--- src/rtl/seg_bcast_pkg.sv ---
package seg_bcast_pkg;

  typedef enum logic [1:0] {
    ESZ_H = 2'd0,
    ESZ_S = 2'd1,
    ESZ_D = 2'd2
  } esz_e;

  typedef struct packed {
    esz_e       esz;
    logic [4:0] rd;
    logic [4:0] rn;
    logic [4:0] rm;
    logic [2:0] idx;
    logic       illegal;
  } dec_t;

  localparam logic [7:0] TOP_OPC = 8'b0110_0100;
  localparam logic [5:0] MID_OPC = 6'b00_1000;

  function automatic esz_e width_code(input logic [1:0] szf);
    if (!szf[1])     return ESZ_H;
    else if (!szf[0]) return ESZ_S;
    else             return ESZ_D;
  endfunction

  function automatic logic opc_ok(input logic [31:0] w);
    return (w[31:24] == TOP_OPC) && w[21] && (w[15:10] == MID_OPC);
  endfunction

  function automatic logic [2:0] index_of(input esz_e e, input logic [31:0] w);
    case (e)
      ESZ_H:   return {w[22], w[20:19]};
      ESZ_S:   return {1'b0, w[20:19]};
      default: return {2'b00, w[20]};
    endcase
  endfunction

  function automatic logic [4:0] rm_of(input esz_e e, input logic [31:0] w);
    if (e == ESZ_D) return {1'b0, w[19:16]};
    else            return {2'b00, w[18:16]};
  endfunction

endpackage

--- src/rtl/seg_bcast_decode.sv ---
module seg_bcast_decode
  import seg_bcast_pkg::*;
(
  input  logic [31:0] word,
  output dec_t        dec
);
  esz_e esz;

  always_comb begin
    esz         = width_code(word[23:22]);
    dec.esz     = esz;
    dec.rd      = word[4:0];
    dec.rn      = word[9:5];
    dec.rm      = rm_of(esz, word);
    dec.idx     = index_of(esz, word);
    dec.illegal = !opc_ok(word);
  end
endmodule

--- src/rtl/seg_bcast_pick.sv ---
module seg_bcast_pick #(
  parameter int VLEN = 256,
  parameter int EW   = 32,
  parameter int IW   = 2
) (
  input  logic [VLEN-1:0] src,
  input  logic [IW-1:0]   idx,
  output logic [VLEN-1:0] dst
);
  localparam int SEG_W  = 128;
  localparam int NSEG   = VLEN / SEG_W;
  localparam int PER    = SEG_W / EW;

  for (genvar s = 0; s < NSEG; s++) begin : g_seg
    logic [SEG_W-1:0] seg;
    logic [EW-1:0]    chosen;
    assign seg    = src[s*SEG_W +: SEG_W];
    assign chosen = seg[idx*EW +: EW];
    for (genvar l = 0; l < PER; l++) begin : g_lane
      assign dst[s*SEG_W + l*EW +: EW] = chosen;
    end
  end
endmodule

--- src/rtl/seg_bcast.sv ---
module seg_bcast
  import seg_bcast_pkg::*;
#(
  parameter int VLEN = 256
) (
  input  logic            clk,
  input  logic            rst_n,
  input  logic            in_valid,
  input  logic [31:0]     in_word,
  input  logic [VLEN-1:0] src_a,
  input  logic [VLEN-1:0] src_b,
  output logic            out_valid,
  output logic            out_illegal,
  output logic [1:0]      out_esize,
  output logic [4:0]      out_rd,
  output logic [4:0]      out_rn,
  output logic [4:0]      out_rm,
  output logic [2:0]      out_idx,
  output logic [VLEN-1:0] out_op_a,
  output logic [VLEN-1:0] out_op_b
);
  localparam int NSZ = 3;

  dec_t            dec;
  logic            dec_illegal;
  logic [VLEN-1:0] pick [NSZ];
  logic [VLEN-1:0] sel_b;
  logic [VLEN-1:0] sel_a;

  seg_bcast_decode u_dec (
    .word (in_word),
    .dec  (dec)
  );

  assign dec_illegal = dec.illegal;

  for (genvar g = 0; g < NSZ; g++) begin : g_sz
    localparam int EWG = 16 << g;
    localparam int IWG = 3 - g;
    seg_bcast_pick #(.VLEN(VLEN), .EW(EWG), .IW(IWG)) u_pick (
      .src (src_b),
      .idx (dec.idx[IWG-1:0]),
      .dst (pick[g])
    );
  end

  always_comb begin
    case (dec.esz)
      ESZ_H:   sel_b = pick[0];
      ESZ_S:   sel_b = pick[1];
      default: sel_b = pick[2];
    endcase
    if (dec_illegal) sel_b = '0;
    sel_a = dec_illegal ? '0 : src_a;
  end

  always_ff @(posedge clk or negedge rst_n) begin
    if (!rst_n) begin
      out_valid   <= 1'b0;
      out_illegal <= 1'b0;
      out_esize   <= '0;
      out_rd      <= '0;
      out_rn      <= '0;
      out_rm      <= '0;
      out_idx     <= '0;
      out_op_a    <= '0;
      out_op_b    <= '0;
    end else begin
      out_valid <= in_valid;
      if (in_valid) begin
        out_illegal <= dec_illegal;
        out_esize   <= dec.esz;
        out_rd      <= dec.rd;
        out_rn      <= dec.rn;
        out_rm      <= dec.rm;
        out_idx     <= dec.idx;
        out_op_a    <= sel_a;
        out_op_b    <= sel_b;
      end
    end
  end
endmodule

--- config.mk ---
export PLATFORM = sky130hd
export DESIGN_NAME = seg_bcast
export DESIGN_NICKNAME = d
export VERILOG_FILES = /design/src/rtl/seg_bcast_pkg.sv /design/src/rtl/seg_bcast_decode.sv /design/src/rtl/seg_bcast_pick.sv /design/src/rtl/seg_bcast.sv
export SDC_FILE = /design/constraint.sdc
export NUM_CORES = 1
export LEC_CHECK = 0
export BUFFER_PORTS_ARGS = -buffer_cell sky130_fd_sc_hd__buf_2
export CAP_MARGIN = 15
export CELL_PAD_IN_SITES_DETAIL_PLACEMENT = 1
export CELL_PAD_IN_SITES_GLOBAL_PLACEMENT = 1
export CORE_AREA = 2 2 422 424
export CTS_BUF_LIST = sky130_fd_sc_hd__clkbuf_4
export DETAILED_ROUTE_END_ITERATION = 8
export DIE_AREA = 0 0 424 426
export PLACE_DENSITY = 0.42
export SLEW_MARGIN = 20
export SYNTH_ARGS = -nofsm -noshare
export SYNTH_HDL_FRONTEND = slang
export SYNTH_SLANG_ARGS = --single-unit
--- constraint.sdc ---
create_clock -name clk -period 1.15 [get_ports clk]
set_input_delay 0.0575 -clock clk [delete_from_list [all_inputs] [get_ports clk]]
set_output_delay 0.0575 -clock clk [all_outputs]
set_load 0.1 [all_outputs]
==> results.cfg, run 1 <==
[logic_synthesis]
yosysUniqueCellTypes = 56
synth_compound_area_share_pct = 26.1
seq_area_frac_synth_pct = 46.5
synth.area.top_cells = dfrtp_1 (46%), a22o_1 (11%), mux2i_1 (10%)
synth_top_family_by_area = compound AO/OA/AOI/OAI gates
ys_warn_count = 0
syn_area_um2 = 21800
postSynthCellCount = 1938
ys_seq_elements = 405
synth_fa_ha_area_share_pct = 0
synth_xor_area_share_pct = 0
synth_top_area_share_pct = 46.5
muxShareOfSynthArea_pct = 13.3
synth-main-ff-cell = dfrtp_1
syn_avg_cell_area_um2 = 11.3
synthArstFlopShare_pct = 100
yosysTopAreaCell = dfrtp_1
syn_nets = 2485
synth_edf_count = 0
synth_simple_gate_area_share_pct = 5.64

[cts]
cts-root-buf = clkbuf_4
clk_path_buf_depth = 3
numCtsBuffers = 135
cts_tree = built
clock_sinks = 405
htreeDepth = 4
clock_latency_ps = 1080
clk_pin_slew_ps = 60

[routing]
dr.first_iter.drc_count = 1422
met2_wirelength_mm = 86.5
drc = 0
viasPerCell = 4.08
wl_mm = 172
via_count = 28000
antenna_left = 0
m1WireLength_mm = 69.6
dr.pass1.iters = 5
routed-wl-met3_mm = 9.19
wl_per_cell_um = 25.0
top_layer_used = met5

[global_routing]
grt_pass1_wl_mm = 236
grt_usage_pct = 18.2
grt_pass1_vias = 30700
antenna_found_initial = 72
grt_max_degree = 111
grt_overflow_total = 0

[worst_setup_path]
crit_type = in -> reg
cp.required_ps = 2100
end_kind = flop
r2r_slack_ps = 110
r2r_start = out_rn[0]
path_max_fanout = 17
critPathTopFamily = buffers and inverters
cp_num_buf_inv = 6
worstSetupPathDepth = 9
crit_arrival_ps = 2970
critPathMaxStageDelay_ps = 1010
worstPathCellList = buf_8 > dlygate4sd3_1 > buf_4 > buf_12 > buf_12 > mux2_2 > dlygate4sd3_1 > o21ai_0 > o2bb2ai_1
slowest_stage = dlygate4sd3_1
start_kind = input port
rr_worst_depth = 3
r2r-end = out_rn[0]

[placed_design]
numPortBuffers = 1079
gp_congestion = 0.850
dpl.hpwl_mm = 126

[cells_and_area]
drive_gt1_share_pct = 45.4
final_nets = 4950
area_delta_synth_final_pct = 147
layout_common_cells = dlygate4sd3_1 (1,046), buf_12 (610), buf_2 (542)
final_util_pct = 30.7
fill_cells = 19600
final_common_cell = dlygate4sd3_1

[power_and_ir_drop]
p_per_area_nw_per_um2 = 753
p_leak_nw = 23.9
vdd_ir_drop_max_v = 0.000867

[timing]
setup_viol = 663
tightest_slew_ps = 721
fin_crit_sh_pct = 176
skew_ps = 0
slew_headroom_pct = 51.8
finalWorstSetupSlack_ps = -871
fmax_ghz = 0.495
timing.hold.ws_ps = -324
report.final.slew_viol_count = 0
rsz0062_at_grt = true
min_period_ps = 2020
hold_violations = 209

[die]
rows = 154
die_h_um = 426
initial_core_util_pct = 12.4
core_area_um2 = 176000
die_w_um = 424
die_area_um2 = 181000
ios = 1081

[hold_path]
hold_depth = 5
hold_path.startpoint = in_word[27]
worstHoldEndpoint = out_op_a[8]
min_path_type = in -> reg

[status]
violations = negative hold slack, negative setup slack
status = finished, violations left

[run]
maxCapViolCount = 0
-- cell type report --
type / instances / area, µm² / area share, %
tap: 2340 / 2930 / 5.43
inverter: 4 / 22.5 / 0.0418
antenna: 41 / 103 / 0.190
timing repair buffer: 2642 / 28900 / 53.5
multi-input combinational: 1215 / 10000 / 18.6
sequential: 405 / 10300 / 19.1
clock inverter: 36 / 258 / 0.478
clock buffer: 192 / 1440 / 2.67
-- power by group --
group | switching [mW] | internal (mW)
Sequential | 0.0792 | 14.3
Combinational | 4.65 | 5.15
Clock | 8.07 | 8.34
Total | 12.8 | 27.8
-- cell usage after synthesis, drive strengths merged (5+ instances only) --
cell	number
o211ai	5
a22oi	20
mux2	39
a21oi	66
buf	217
a32oi	17
mux4	8
a22o	279
o21ai	38
and2	21
mux2i	228
nor2b	84
nand2b	12
nand2	50
o22a	6
dfrtp	405
o22ai	47
nor2	19
o211a	15
o2bb2ai	106
a211oi	94
nand3b	6
clkbuf	97
nand3	8
-- metal layers --
layer  vias to the layer above  track usage [%]
li1                      12400                -
met4                        26             7.31
met1                     14300             21.8
met3                       294             4.25
met5                         -                0
met2                       976             31.1
-- worst max path at each step --
| stage | slack (ps) | startpoint | endpoint |
|---|---|---|---|
| floorplan | -560 | in_word[27] | out_op_b[118] |
| global placement | -1030 | in_word[12] | out_op_b[249] |
| detailed placement | -1120 | in_word[12] | out_op_b[217] |
| CTS | -1050 | out_op_b[121] | out_op_b[57] |
| global route | -1010 | out_op_b[90] | out_op_b[26] |
| finish | -870 | in_word[20] | out_op_b[106] |
-- state kept, by name (all words and copies together), names as in the netlist --
| signal | cells |
|---|---|
| out_illegal | 1 |
| out_op_a | 256 |
| out_op_b | 128 |
| out_rn | 5 |
| out_rm | 4 |
| out_rd | 5 |
| out_esize | 2 |
| out_valid | 1 |
| out_idx | 3 |
-- what timing repair did --
action                                  4_1_cts  5_1_grt
gates resized for setup                     297       30
hold buffers                               1054       14
pin swaps                                     0        9
cloned                                        0        2
endpoints found under the setup margin      533      698
hold endpoints to repair                    810      384
setup buffers                               106       86
-- cells by family (layout without fill, tap and decap cells) --
group	after synthesis	after routing
compound gates	724	724
flops	405	405
buf+inv	318	2874
mux	275	275
simple gates	215	215
other cells	1	42
-- worst min-delay path, stage by stage --
cell and delay (ps):
buf_2 80, or4b_4 150, nor4_4 60, buf_4 170, a22o_1 180
-- metrics by stage --
step	area, µm²	power (mW)	TNS, ps	worst slack (ps)	std cells
after floorplan	21900	17.2	-214730	-557	1938
after global placement	39200	21.1	-358610	-1030	5361
after detailed placement	39200	21.1	-367040	-1120	5361
after CTS	53100	41.2	-508880	-1050	6749
after global routing	53900	42.7	-502410	-1010	6860
final	53900	40.6	-400720	-871	6875
Note: power is estimated with default switching activity, not from simulation.
==> run 2: changes to the inputs <==
- MAX_ROUTING_LAYER: not set -> met4
==> results.cfg, run 2 (same netlist as run 1, synthesis figures left out) <==
[cells_and_area]
largestRegisters = out_op_a (256), out_op_b (128)
top_register = out_op_a
largest_register_ffs = 256
final_common_cell = dlygate4sd3_1
area_delta_synth_final_pct = 148
layout_common_cells = dlygate4sd3_1 (1,045), buf_12 (610), buf_2 (542)
final_nets = 4949
drive_gt1_share_pct = 45.4

[cts]
clk_path_buf_depth = 3
cts_tree = built
numCtsBuffers = 135
clk_pin_slew_ps = 60
htreeDepth = 4
cts-root-buf = clkbuf_4
clock_sinks = 405
clock_latency_ps = 1080

[global_routing]
grt_pass1_vias = 30700
grt_max_degree = 111
grt_overflow_total = 0
grt_usage_pct = 18.7
antenna_found_initial = 71
grt_pass1_wl_mm = 236

[hold_path]
hold_depth = 5
hold_path.startpoint = in_word[27]
worstHoldEndpoint = out_op_a[8]
min_path_type = in -> reg

[die]
rows = 154
initial_core_util_pct = 12.4
die_area_um2 = 181000
core_area_um2 = 176000
ios = 1081
die_w_um = 424
die_h_um = 426

[worst_setup_path]
path_max_fanout = 17
r2r-end = out_rn[0]
crit_arrival_ps = 3020
worstPathCellList = buf_8 > dlygate4sd3_1 > buf_4 > buf_12 > buf_12 > mux2_2 > dlygate4sd3_1 > o21ai_0 > o2bb2ai_1
r2r_slack_ps = 110
critPathMaxStageDelay_ps = 1090
slowest_stage = dlygate4sd3_1
cp_num_buf_inv = 6
r2r_start = out_rn[0]
start_kind = input port
cp.required_ps = 2110
end_kind = flop
crit_type = in -> reg
rr_worst_depth = 3
critPathTopFamily = buffers and inverters

[timing]
fin_crit_sh_pct = 180
rsz0062_at_grt = true
timing.hold.ws_ps = -327
hold_violations = 230
skew_ps = 0
setup_viol = 663
finalWorstSetupSlack_ps = -914
tightest_slew_ps = 838
min_period_ps = 2060
report.final.slew_viol_count = 0
slew_headroom_pct = 43.9
fmax_ghz = 0.484

[status]
violations = negative hold slack, negative setup slack
status = finished, violations left

[power_and_ir_drop]
p_leak_nw = 23.9
total_power_mw = 40.6
p_per_area_nw_per_um2 = 752
vdd_ir_drop_max_v = 0.000864

[placed_design]
dpl.hpwl_mm = 126
place_ws_ps = -1120
numPortBuffers = 1079
gp_congestion = 0.864

[routing]
via_count = 28000
drc = 0
dr.first_iter.drc_count = 1384
antenna_left = 0
wl_per_cell_um = 24.9
dr.pass1.iters = 5
wl_mm = 172
viasPerCell = 4.06

[run]
maxCapViolCount = 0
## run 2: area by class of cell
class	count	area, µm²
inverters	4	22.5
fillers	19600	122000
diodes	64	160
repair buffers	2641	28800
well taps	2340	2930
clock buffers	192	1440
multi-input cells	1215	10000
flip-flops and latches	405	10300
clock inverters	36	258
## run 2: worst max path at each step
stage                    endpoint     startpoint  cells after the start
finish              out_op_b[106]    in_word[20]                      9
global route         out_op_b[26]   out_op_b[90]                      2
CTS                  out_op_b[57]  out_op_b[121]                      1
global placement    out_op_b[249]    in_word[12]                      7
floorplan           out_op_b[118]    in_word[27]                      6
detailed placement  out_op_b[217]    in_word[12]                      7
## run 2: per-layer routing
| metal | track usage (%) | up-vias | part of all wire, % |
|---|---|---|---|
| met5 | - | - | 0 |
| met2 | 31.2 | 965 | 50 |
| met1 | 21.9 | 14400 | 41 |
| met4 | 7.16 | 0 | 3.8 |
| met3 | 4.01 | 285 | 5.0 |
| li1 | - | 12400 | - |
## run 2: what timing repair did
| action | in CTS | in global routing |
|---|---|---|
| hold endpoints to repair | 810 | 384 |
| pin swaps | 0 | 12 |
| gates resized for setup | 297 | 33 |
| setup buffers | 106 | 86 |
| gates cloned | 0 | 2 |
| hold buffers | 1054 | 13 |
| endpoints found under the setup margin | 533 | 702 |
## run 2: worst register-to-register path: stages (launching register included)
cell and delay, ps:
dfrtp_1 410, buf_4 150, buf_4 120, mux2_2 250
## run 2: power breakdown
group          internal (mW)  leakage (nW)  total (mW)  switching [mW]
Sequential              14.3          5.38        14.4          0.0796
Clock                   8.34         0.997        16.4            8.06
Combinational           5.15          17.5        9.80            4.65
## run 2: stage by stage
| stage | utilization (%) | std cells | area [µm²] | TNS [ps] | hold slack, ps |
|---|---|---|---|---|---|
| 2_1_floorplan | - | 1938 | 21900 | -214730 | -238 |
| 3_5_place_dp | 22.3 | 5361 | 39200 | -367040 | -89.7 |
| 4_1_cts | 30.2 | 6749 | 53100 | -508880 | -593 |
| 3_3_place_gp | 22.3 | 5361 | 39200 | -358610 | -86.0 |
| 6_report | 30.7 | 6897 | 54000 | -403820 | -327 |
| 5_1_grt | 30.7 | 6886 | 54000 | -504520 | -513 |
